--- src/rtl/rfsw_pkg.sv ---
// Package: register addresses shared by the switch/status block and its bench.
// Assumes a 2-bit register address space.
package rfsw_pkg;
    localparam int ADDR_W = 2;

    typedef enum logic [ADDR_W-1:0] {
        A_KEYA = 2'd0,
        A_KEYB = 2'd1,
        A_STAT = 2'd2,
        A_MASK = 2'd3
    } reg_addr_e;
endpackage

--- src/rtl/rfsw_ctl_regs.sv ---
// Control registers: two switch key registers and the interrupt enable mask.
// Decodes switch-mode grant and the configuration-error flag from the keys.
// Assumes EV_N <= DATA_W; reset is synchronous active-low.
module rfsw_ctl_regs
    import rfsw_pkg::*;
#(
    parameter int              DATA_W = 8,
    parameter int              EV_N   = 4,
    parameter logic [DATA_W-1:0] KEY_A = 8'h50,
    parameter logic [DATA_W-1:0] KEY_B = 8'h00
) (
    input  logic              clk,
    input  logic              rst_n,
    input  logic              wr_en,
    input  logic [ADDR_W-1:0] wr_addr,
    input  logic [DATA_W-1:0] wr_data,
    output logic [DATA_W-1:0] key_a_o,
    output logic [DATA_W-1:0] key_b_o,
    output logic [EV_N-1:0]   mask_o,
    output logic              sw_mode_o,
    output logic              cfg_err_o
);
    logic key_a_hit;
    logic key_b_hit;

    // Load the addressed control register on a write strobe.
    always_ff @(posedge clk) begin
        if (!rst_n) begin
            key_a_o <= '0;
            key_b_o <= '0;
            mask_o  <= '0;
        end else if (wr_en) begin
            case (reg_addr_e'(wr_addr))
                A_KEYA:  key_a_o <= wr_data;
                A_KEYB:  key_b_o <= wr_data;
                A_MASK:  mask_o  <= wr_data[EV_N-1:0];
                default: ;
            endcase
        end
    end

    // Compare each key with its required code and decode the grant and error.
    always_comb begin
        key_a_hit = (key_a_o == KEY_A);
        key_b_hit = (key_b_o == KEY_B);
        sw_mode_o = key_a_hit && key_b_hit;
        cfg_err_o = key_a_hit && !key_b_hit;
    end
endmodule

--- src/rtl/rfsw_evt_status.sv ---
// Active-low event status: an event strobe forces its bit to 0, and a write
// of 1 restores it. The event wins over a write in the same cycle. The
// interrupt request is any enabled bit at 0. Reset sets every bit to 1.
module rfsw_evt_status #(
    parameter int EV_N = 4
) (
    input  logic            clk,
    input  logic            rst_n,
    input  logic [EV_N-1:0] ev_i,
    input  logic [EV_N-1:0] set_i,
    input  logic [EV_N-1:0] mask_i,
    output logic [EV_N-1:0] stat_o,
    output logic            irq_o
);
    genvar k;
    generate
        for (k = 0; k < EV_N; k++) begin : g_bit
            // One status bit: the event clears it, a write of 1 re-arms it.
            always_ff @(posedge clk) begin
                if (!rst_n)
                    stat_o[k] <= 1'b1;
                else if (ev_i[k])
                    stat_o[k] <= 1'b0;
                else if (set_i[k])
                    stat_o[k] <= 1'b1;
            end
        end
    endgenerate

    // Raise the request while any enabled bit is pending (0).
    always_comb begin
        irq_o = |(~stat_o & mask_i);
    end
endmodule

--- src/rtl/rfsw_pin_mux.sv ---
// Pad steering: in switch mode pad 0 carries the transmit level and pad 1
// its inverse; otherwise both pads pass the GPIO data through.
// The resting level outside transmission is 0 on pad 0 (receive position).
module rfsw_pin_mux #(
    parameter int PAD_N = 2
) (
    input  logic             sw_mode_i,
    input  logic             tx_i,
    input  logic [PAD_N-1:0] gpio_i,
    output logic [PAD_N-1:0] pad_o
);
    // Choose between the switch pair and the GPIO data.
    always_comb begin
        pad_o = gpio_i;
        if (sw_mode_i) begin
            pad_o[0] = tx_i;
            pad_o[1] = ~tx_i;
        end
    end
endmodule

--- src/rtl/rfsw_irq_regs.sv ---
// Top: radio antenna-switch pad control plus the active-low event status
// with a masked interrupt. One synchronous write port; the read data is a
// combinational view of the addressed register.
module rfsw_irq_regs
    import rfsw_pkg::*;
#(
    parameter int              DATA_W = 8,
    parameter int              EV_N   = 4,
    parameter logic [DATA_W-1:0] KEY_A = 8'h50,
    parameter logic [DATA_W-1:0] KEY_B = 8'h00
) (
    input  logic              clk,
    input  logic              rst_n,
    input  logic              bus_we,
    input  logic [ADDR_W-1:0] bus_addr,
    input  logic [DATA_W-1:0] bus_wdata,
    output logic [DATA_W-1:0] bus_rdata,
    input  logic [EV_N-1:0]   ev_i,
    input  logic              radio_tx,
    input  logic [1:0]        gpio_i,
    output logic [1:0]        pad_o,
    output logic              irq_o,
    output logic              cfg_err_o
);
    localparam int PAD_N = 2;

    logic [DATA_W-1:0] key_a_q;
    logic [DATA_W-1:0] key_b_q;
    logic [EV_N-1:0]   mask_q;
    logic [EV_N-1:0]   stat_q;
    logic [EV_N-1:0]   stat_set;
    logic              sw_mode;

    rfsw_ctl_regs #(
        .DATA_W (DATA_W),
        .EV_N   (EV_N),
        .KEY_A  (KEY_A),
        .KEY_B  (KEY_B)
    ) u_ctl (
        .clk       (clk),
        .rst_n     (rst_n),
        .wr_en     (bus_we),
        .wr_addr   (bus_addr),
        .wr_data   (bus_wdata),
        .key_a_o   (key_a_q),
        .key_b_o   (key_b_q),
        .mask_o    (mask_q),
        .sw_mode_o (sw_mode),
        .cfg_err_o (cfg_err_o)
    );

    // Turn a status-address write into per-bit re-arm requests.
    always_comb begin
        stat_set = (bus_we && reg_addr_e'(bus_addr) == A_STAT) ? bus_wdata[EV_N-1:0] : '0;
    end

    rfsw_evt_status #(
        .EV_N (EV_N)
    ) u_stat (
        .clk    (clk),
        .rst_n  (rst_n),
        .ev_i   (ev_i),
        .set_i  (stat_set),
        .mask_i (mask_q),
        .stat_o (stat_q),
        .irq_o  (irq_o)
    );

    rfsw_pin_mux #(
        .PAD_N (PAD_N)
    ) u_mux (
        .sw_mode_i (sw_mode),
        .tx_i      (radio_tx),
        .gpio_i    (gpio_i),
        .pad_o     (pad_o)
    );

    // Read mux: present the addressed register, zero-extended.
    always_comb begin
        bus_rdata = '0;
        case (reg_addr_e'(bus_addr))
            A_KEYA: bus_rdata = key_a_q;
            A_KEYB: bus_rdata = key_b_q;
            A_STAT: bus_rdata[EV_N-1:0] = stat_q;
            A_MASK: bus_rdata[EV_N-1:0] = mask_q;
            default: ;
        endcase
    end
endmodule

--- config.mk ---
export PLATFORM = sky130hd
export DESIGN_NAME = rfsw_irq_regs
export DESIGN_NICKNAME = d
export VERILOG_FILES = /design/src/rtl/rfsw_pkg.sv /design/src/rtl/rfsw_ctl_regs.sv /design/src/rtl/rfsw_evt_status.sv /design/src/rtl/rfsw_pin_mux.sv /design/src/rtl/rfsw_irq_regs.sv
export SDC_FILE = /design/constraint.sdc
export NUM_CORES = 1
export LEC_CHECK = 0
export BUFFER_PORTS_ARGS = -buffer_cell sky130_fd_sc_hd__buf_2
export CAP_MARGIN = 20
export CORE_MARGIN = 2
export CORE_UTILIZATION = 25
export DETAILED_ROUTE_END_ITERATION = 7
export PLACE_DENSITY = 0.54
export REMOVE_ABC_BUFFERS = 1
export SLEW_MARGIN = 20
export SYNTH_ARGS = -nofsm -noshare
export SYNTH_HDL_FRONTEND = slang
export SYNTH_SLANG_ARGS = --single-unit
--- constraint.sdc ---
create_clock -name clk -period 1.67 [get_ports clk]
set_input_delay 0.334 -clock clk [delete_from_list [all_inputs] [get_ports clk]]
set_output_delay 0.334 -clock clk [all_outputs]
set_load 0.005 [all_outputs]
==> results of run 1 <==
## layout by cell type (no fill, tap or decap), drive strengths merged
master / instances
mux2i: 25
and4bb: 1
a22oi: 1
clkbuf: 3
nand4: 1
inv: 5
nor2: 4
o21ai: 4
nor4: 3
mux4: 4
buf: 35
nor2b: 20
o221ai: 1
bufinv: 1
nand2: 1
and3b: 1
mux2: 1
nor3b: 1
nand3: 1
nand3b: 1
a21oi: 5
dfxtp: 24
## path summary, 6_finish.rpt
| check | startpoint | to |
|---|---|---|
| worst max-delay path | u_ctl.key_b_o[2] | pad_o[0] |
| worst max register to register | u_ctl.key_a_o[1] | u_ctl.key_a_o[1] |
| worst min-delay path | ev_i[1] | u_stat.stat_o[1] |
| worst min register to register | u_ctl.mask_o[0] | u_ctl.mask_o[0] |
## routing by layer
layer  up-vias  wire length, um
met2        19             1280
met5         -                0
li1        451                -
met1       400             1260
met3         5               77
met4         0               51
## layout make-up
cell class	instances	area, sq um	share of cell area [%]
Timing Repair Buffer	35	185	12.3
Clock inverter	1	30.0	1.99
Sequential cell	24	485	32.2
Inverter	5	18.8	1.25
Tap cell	54	67.6	4.49
Multi-Input combinational cell	75	678	45.0
Clock buffer	3	41.3	2.74
## sequential cells by signal, summed over array words and instances (netlist names)
signal and flops:
u_ctl.key_a_o 8, u_ctl.key_b_o 8, u_ctl.mask_o 4, u_stat.stat_o 4
## per-stage QoR
step / util [%] / instances / hold slack (ns) / TNS [ns] / power, mW
after detailed placement: 30.5 / 193 / 0.536 / 0 / 0.802
after CTS: 32.1 / 197 / 0.242 / -0.309 / 1.32
after global placement: 30.5 / 193 / 0.525 / 0 / 0.799
after floorplan: - / 104 / 0.410 / -0.113 / 0.720
after global routing: 32.1 / 197 / 0.249 / -0.463 / 1.36
final: 32.1 / 197 / 0.248 / -0.280 / 1.30
## power by group through the flow
stage	sequential [mW]	clock, mW	combinational, mW
after global placement	0.631	0	0.168
after floorplan	0.626	0	0.0941
final	0.619	0.511	0.167
after CTS	0.619	0.526	0.170
after detailed placement	0.632	0	0.170
after global routing	0.623	0.546	0.186
## kinds of logic (layout without fill, tap and decap cells)
group	Yosys count	after routing	share of synthesized area, %
and+or+nand+nor	34	34	21.6
muxes	30	30	29.4
DFF	24	24	39.7
AOI/OAI and AO/OA	11	11	5.07
buffers and inverters	11	44	4.24
## timing repair
action | in CTS | in global routing
resized for setup | 4 | 0
hold buffers | 0 | 0
pin swaps | 4 | 2
endpoints found under the setup margin | 2 | 3
buffers inserted | 0 | 0
## worst reg2reg max path: stages, from the launching register on
cell and delay (ns):
dfxtp_1 0.42, mux2i_1 0.10, nor2b_1 0.11
==> metrics.md, run 1 <==
| Metric | Value |
|---|---|
| Routing usage on met1 | `13.6%` |
| Vias in the first global route | `915` |
| DRT Wirelength | `2670 um` |
| Layout cell share with drive strength beyond 1 | `37.1%` |
| Global routing usage on met3 | `0.960%` |
| PD cells | `861 nW/um^2` |
| CTS buffer count | `3` |
| Combinational fraction of design power | `12.9%` |
| GRT Util Overall | `10.1%` |
| Fin crit share | `113%` |
| Outcome | `finished with violations` |
| Clock power frac | `39.4%` |
| Antenna-violating nets left | `0` |
| Post-layout min period | `1.88 ns` |
| Psw | `287 uW` |
| Yosys top cell by area | `dfxtp_1` |
| Pre-CTS setup slack | `0.0591 ns` |
| Post-synth EDFFs | `0` |
| Crit path launch type | `flop` |
| Internal power | `1.01 mW` |
| Worst path required time | `1.34 ns` |
| DP HPWL | `2070 um` |
| Hold Path Depth | `2` |
| Clock slew at reported path FFs | `0.09 ns` |
| CTS root buffer | `clkbuf_8` |
| Max VDD drop | `0.289 mV` |
| Initial Util | `25.8%` |
| Final setup violation count | `2` |
| Ant diodes | `0` |
| Fillcell total | `488` |
| Worst r2r path cells | `2` |
| DR iter-0 viols | `34` |
| Fmax | `0.532 GHz` |
| Final #Nets | `164` |
| Yosys warnings | `0` |
| Drt drc | `0` |
| Total die area | `5410 sq um` |
| Row cnt | `25` |
| Via Count | `875` |
| Yosys reg bits | `24` |
| Share of the synthesized area in the top cell type | `39.7%` |
| Cell count after synthesis | `110` |
| Yosys cell types | `22` |
| Synth area leaders | `dfxtp_1 40%, mux2i_1 21%, nor2b_1 10%, mux4_2 7.4%, nor4_4 5.3%` |
| RSZ-0062 raised after global routing | `yes` |
| Crit path kind | `flop to output pin` |
| Htree depth | `1` |
| Arrival @ worst endpoint | `1.55 ns` |
| Worst clock skew | `0 ns` |
| Register share of total power | `47.7%` |
| Vias per inst | `4.44` |
| WP buf/inv | `1` |
| Switching share of power | `22.1%` |
| Violated checks | `negative setup slack` |
| Non-Filler Cell Area, Final | `1510 sq um` |
| Critical path fanouts, max | `3` |
| Placed inst area | `1430 sq um` |
| Async SR Flop Fraction | `0%` |
| Final GP Congestion | `0.709` |
| Worst Tran Pin Value | `0.345 ns` |
| I/O Buffers | `31` |
| Busiest grt layer | `met2` |
| Global route overflow | `0` |
| Slew Viols, Final | `0` |
| Clock Tree Buf Depth | `2` |
| Chip Height | `73.6 um` |
| Worst path depth | `4` |
| Avg Synthesized Cell Area | `11.0 sq um` |
| Count leader, synth | `mux2i_1` |
| GR Util met2 | `16.3%` |
| Antenna violations before repair | `0` |
| Crit path max-delay family | `simple AND/OR/NAND/NOR gates` |
| CTS tree | `done` |
| Netlist Area Pre-Place | `1210 sq um` |
| Final hold violations | `0` |
| Max-Cap Viols | `0` |
| IO Count | `32` |
| CP Capture Type | `output pin` |
| Worst hold path class | `input pin to flop` |
| First-pass GRT wire length | `4220 um` |
| Synth cell count leaders | `25 x mux2i_1, 24 x dfxtp_1, 20 x nor2b_1, 5 x a21oi_1, 5 x inv_1` |
| Sequential share of the synthesized area | `39.7%` |
| Primary FF master, synth | `dfxtp_1` |
| Synthesis-to-finish area growth | `24.5%` |
| Core area | `4690 sq um` |
| Die W | `73.6 um` |
| Clock sink total | `24` |
| CP max stage cell | `dfxtp_2` |
| Routed len/inst | `13.5 um` |
| Leakage | `0.693 nW` |
| Clock Latency Late Sink | `0.27 ns` |
| Register-to-Register Setup Slack | `0.98 ns` |
| Worst path max stage delay | `0.35 ns` |
| Worst-path cell chain | `nor4_4 > nand4_2 > mux2_4 > buf_2` |
| First-pass detailed-route iteration total | `4` |
| Largest net degree at the start of global routing | `25` |
| Headroom to the max-slew limit | `77.0%` |
| Final WS setup | `-0.211 ns` |
No activity file was read; power rests on OpenSTA's default activity.
==> run 2, diff against run 1 <==
CAP_MARGIN = not set   (was 20)
MAX_ROUTING_LAYER = met4   (was not set)
TNS_END_PERCENT = 1   (was not set)
==> run 2 against run 1 <==
  * The run still ends with negative setup slack left
  * Non-clock buffer count unchanged
  * Sequential share of layout area unchanged
  * Global-route usage up 0.29 points
  * Clock skew unchanged
  * Cell count unchanged
  * Total power about the same
==> metrics.md, run 2 (synthesized netlist as in run 1, its figures left out) <==
| Metric | Value |
|---|---|
| WP buf/inv | `1` |
| Total Power | `1.30 mW` |
| Final #Nets | `164` |
| Worst r2r path cells | `2` |
| Setup Fix Bufs, Post-CTS | `0` |
| CTS buffer count | `3` |
| Clock sink total | `24` |
| Crit path launch type | `flop` |
| Clock slew at reported path FFs | `0.09 ns` |
| Worst path max stage delay | `0.35 ns` |
| Commonest non-fill, non-tap cell in the layout | `buf_2` |
| Fillcell total | `488` |
| First-pass detailed-route iteration total | `4` |
| Vias per inst | `4.43` |
| I/O Buffers | `31` |
| Worst reg2reg endpoint | `u_ctl.key_a_o[1]` |
| Critical path fanouts, max | `3` |
| Biggest regs | `u_ctl.key_a_o (8), u_ctl.key_b_o (8)` |
| Antenna violations before repair | `0` |
| Worst path required time | `1.34 ns` |
| Final setup violation count | `2` |
| Post-layout min period | `1.88 ns` |
| GRT Util Overall | `10.4%` |
| Register-to-Register Setup Slack | `0.99 ns` |
| IO Count | `32` |
| Fin crit share | `113%` |
| PD cells | `861 nW/um^2` |
| Worst Tran Pin Value | `0.345 ns` |
| DRT Wirelength | `2670 um` |
| Worst R2R Start | `u_ctl.key_a_o[1]` |
| Violated checks | `negative setup slack` |
| CTS root buffer | `clkbuf_8` |
| Arrival @ worst endpoint | `1.55 ns` |
| Most frequent cells in the layout | `31 x buf_2, 25 x mux2i_1, 20 x nor2b_1, 20 x dfxtp_1` |
| Slew Viols, Final | `0` |
| Htree depth | `1` |
| Drt drc | `0` |
| Clock Tree Buf Depth | `2` |
| Die W | `73.6 um` |
| Critical path destination | `pad_o[0]` |
| Largest net degree at the start of global routing | `25` |
| Worst-path cell chain | `nor4_4 > nand4_2 > mux2_4 > buf_2` |
| Worst clock skew | `0 ns` |
| CP Capture Type | `output pin` |
| Max VDD drop | `0.289 mV` |
| Vias in the first global route | `916` |
| Synthesis-to-finish area growth | `24.5%` |
| Outcome | `finished with violations` |
| DR iter-0 viols | `34` |
| Leakage | `0.693 nW` |
| Via Count | `873` |
| Worst hold path class | `input pin to flop` |
| Layout cell share with drive strength beyond 1 | `37.1%` |
| Routed len/inst | `13.5 um` |
| CTS tree | `done` |
| Clock Latency Late Sink | `0.27 ns` |
| First-pass GRT wire length | `4220 um` |
| Ant diodes | `0` |
| RSZ-0062 raised after global routing | `yes` |
| Core area | `4690 sq um` |
| Antenna-violating nets left | `0` |
| Max-Cap Viols | `0` |
| Final hold violations | `0` |
| Total die area | `5410 sq um` |
| Fmax | `0.532 GHz` |
| HP Start | `ev_i[1]` |
| CP max stage cell | `dfxtp_2` |
| Final GP Congestion | `0.717` |
| DP HPWL | `2070 um` |
| Hold WS | `0.249 ns` |
| CP Launch Point | `u_ctl.key_b_o[2]` |
| Row cnt | `25` |
| Crit path max-delay family | `simple AND/OR/NAND/NOR gates` |
| Worst path depth | `4` |
| Chip Height | `73.6 um` |
| Initial Util | `25.8%` |
| Global route overflow | `0` |
| Final WS setup | `-0.211 ns` |
| Headroom to the max-slew limit | `77.0%` |
| Crit path kind | `flop to output pin` |
run 2: cell counts in the layout (fill, tap and decap cells not counted):
No cell type changed its count.
run 2: report_power, final:
group	leakage, nW	total (mW)	switching (mW)	internal (mW)
Clock	0.0357	0.510	0.190	0.320
Sequential	0.198	0.619	0.0230	0.596
Combinational	0.460	0.167	0.0732	0.0937
run 2: repair_timing:
action	in CTS	in global routing
gates resized for setup	4	0
pin swaps	4	2
setup endpoints to repair	2	3
hold buffers	0	0
run 2: how the worst min path moves through the flow:
| stage | to | slack (ns) | cells past startpoint |
|---|---|---|---|
| detailed placement | u_ctl.mask_o[0] | 0.54 | 2 |
| CTS | u_stat.stat_o[1] | 0.24 | 2 |
| finish | u_stat.stat_o[1] | 0.25 | 2 |
| global placement | u_stat.stat_o[2] | 0.52 | 2 |
| floorplan | u_stat.stat_o[0] | 0.41 | 1 |
| global route | u_stat.stat_o[1] | 0.25 | 2 |
run 2: through the flow:
step,TNS [ns],std cells,area (sq um),utilization (%),worst slack (ns)
after floorplan,-0.113,104,1180,-,-0.0142
after global placement,0,193,1430,30.5,0.0644
after detailed placement,0,193,1430,30.5,0.0591
after CTS,-0.309,197,1510,32.1,-0.225
after global routing,-0.463,197,1510,32.1,-0.283
final,-0.279,197,1510,32.1,-0.211
run 2: routing by layer:
layer	up-vias	part of all wire, %	GRT usage [%]
li1	451	-	-
met3	4	2.8	0.960
met5	-	0	-
met2	18	48	16.3
met4	0	1.3	4.85
met1	400	47	13.6
run 2: area by class of cell:
type	count	area, sq um	area share, %
tap	54	67.6	4.49
timing repair buffer	35	185	12.3
clock buffer	3	41.3	2.74
sequential	24	485	32.2
clock inverter	1	30.0	1.99
inverter	5	18.8	1.25
multi-input combinational	75	678	45.0
==> run 3, diff against run 2 <==
==> constraint.sdc (replaced) <==
create_clock -name clk -period 1.67 [get_ports clk]
set_input_delay 0.334 -clock clk [delete_from_list [all_inputs] [get_ports clk]]
set_output_delay 0.334 -clock clk [all_outputs]
set_load 0.05 [all_outputs]
==> run 3 against run 2 <==
  * The run still ends with negative setup slack left
  * Via count is 6.9% higher
  * Cell count is 2.5% higher
  * Largest cell class unchanged
  * Global-route usage is 0.74 points higher
  * Clock power is 23% lower
  * Worst hold slack better by 0.0029 ns
  * Die area stayed put
  * Critical path depth stayed put
  * Highest routed layer unchanged
  * Core utilization is 0.85 points higher
  * Routed wire length is 6.1% higher
==> metrics.md, run 3 (synthesized netlist as in run 1, its figures left out) <==
| Metric | Value |
|---|---|
| Pre-CTS setup slack | `-0.00806 ns` |
| Fmax | `0.525 GHz` |
| Drt drc | `0` |
| CP Capture Type | `output pin` |
| GRT Util Overall | `11.2%` |
| Synthesis-to-finish area growth | `27.8%` |
| Antenna-violating nets left | `0` |
| First-pass GRT wire length | `4460 um` |
| Largest net degree at the start of global routing | `25` |
| Placed Cells | `196` |
| DR iter-0 viols | `49` |
| Max-Cap Viols | `0` |
| DRT Wirelength | `2830 um` |
| Clock Tree Buf Depth | `2` |
| Clock Latency Late Sink | `0.26 ns` |
| RSZ-0062 raised after global routing | `yes` |
| Worst Tran Pin Value | `0.344 ns` |
| Worst hold path class | `input pin to flop` |
| Headroom to the max-slew limit | `77.1%` |
| Chip Height | `73.6 um` |
| I/O Buffers | `31` |
| Leakage | `0.715 nW` |
| Total die area | `5410 sq um` |
| Final hold violations | `0` |
| Worst clock skew | `0 ns` |
| IO Count | `32` |
| Global route overflow | `0` |
| CTS tree | `done` |
| Arrival @ worst endpoint | `1.57 ns` |
| Most frequent cells in the layout | `27 x buf_2, 25 x mux2i_1, 20 x nor2b_1` |
| Psw | `331 uW` |
| Layout cell share with drive strength beyond 1 | `39.9%` |
| Worst path required time | `1.34 ns` |
| Vias in the first global route | `894` |
| Final WS setup | `-0.234 ns` |
| Final #Nets | `169` |
| Row cnt | `25` |
| Via Count | `933` |
| PD cells | `806 nW/um^2` |
| Antenna violations before repair | `0` |
| Die W | `73.6 um` |
| Final GP Congestion | `0.806` |
| Fin crit share | `114%` |
| Ant diodes | `0` |
| CTS buffer count | `3` |
| Post-layout min period | `1.90 ns` |
| Initial Util | `25.8%` |
| Register share of total power | `49.7%` |
| Routed len/inst | `14.0 um` |
| Outcome | `finished with violations` |
| Combinational fraction of design power | `18.9%` |
| Cell Count, Final, Fillers Out | `202` |
| Clock slew at reported path FFs | `0.08 ns` |
| Violated checks | `negative setup slack` |
| Slew Viols, Final | `0` |
| Crit path kind | `flop to output pin` |
| Critical path fanouts, max | `3` |
| Core area | `4690 sq um` |
| Clock power frac | `31.4%` |
| Biggest regs | `u_ctl.key_a_o (8), u_ctl.key_b_o (8)` |
| Clock sink total | `24` |
| Switching share of power | `26.6%` |
| Internal power | `915 uW` |
| Crit path launch type | `flop` |
| Htree depth | `1` |
| DP HPWL | `2240 um` |
| Vias per inst | `4.62` |
| First-pass detailed-route iteration total | `3` |
| Max VDD drop | `0.234 mV` |
| Commonest non-fill, non-tap cell in the layout | `buf_2` |
| Final setup violation count | `4` |
| CTS root buffer | `clkbuf_8` |
[run 3: cell count changes in the layout (fill, tap and decap cells not counted)]
cell,before,now
bufinv_16,1,0
buf_2,31,27
buf_6,0,2
buf_4,4,11
dfxtp_1,20,19
clkbuf_8,3,4
dfxtp_2,4,5
[run 3: power by group through the flow]
stage                     clock, mW  sequential, mW  combinational [mW]
after detailed placement          0           0.632               0.226
after global routing          0.432           0.623               0.254
final                         0.392           0.619               0.236
after floorplan                   0           0.626               0.144
after global placement            0           0.631               0.222
after CTS                     0.406           0.619               0.238
[run 3: repair_timing]
action,in CTS,in global routing
hold buffers,0,0
pin swaps,3,2
endpoints found under the setup margin,4,7
resized for setup,9,2
setup buffers,2,0
[run 3: final timing paths]
path                    start                to  slack (ns)  depth (start not counted)
max          u_ctl.key_b_o[2]          pad_o[0]       -0.23                          4
max reg2reg  u_ctl.key_b_o[3]  u_ctl.key_b_o[3]        0.91                          3
min                   ev_i[1]  u_stat.stat_o[1]        0.25                          2
min reg2reg   u_ctl.mask_o[0]   u_ctl.mask_o[0]        0.55                          2
[run 3: final cells by class]
class | instances | area, sq um
repair buffers | 40 | 240
flip-flops and latches | 24 | 487
inverters | 5 | 18.8
well taps | 54 | 67.6
fillers | 510 | 3150
multi-input cells | 75 | 678
clock buffers | 4 | 55.1
[run 3: stage by stage]
step / hold slack (ns) / utilization (%) / total power, mW / cell area [sq um] / setup TNS (ns)
finish: 0.251 / 33.0 / 1.25 / 1550 / -0.508
global route: 0.247 / 33.0 / 1.31 / 1550 / -0.961
CTS: 0.245 / 32.9 / 1.26 / 1540 / -0.589
detailed placement: 0.535 / 31.0 / 0.858 / 1450 / -0.00806
global placement: 0.518 / 31.0 / 0.853 / 1450 / 0
floorplan: 0.410 / - / 0.769 / 1180 / -0.500
[run 3: layer usage]
layer  vias up  share of wire (%)  global-route usage, %
met5         -                  0                      -
met4         0                1.2                   4.24
met3         4                2.2                   1.65
met2        18                 50                   17.7
met1       446                 47                   14.4
li1        465                  -                      -
[run 3: worst max-delay path, cell delays in order (launching register included)]
cell     delay [ns]
dfxtp_2        0.35
nor4_4         0.30
nand4_2        0.17
mux2_4         0.33
buf_6          0.15
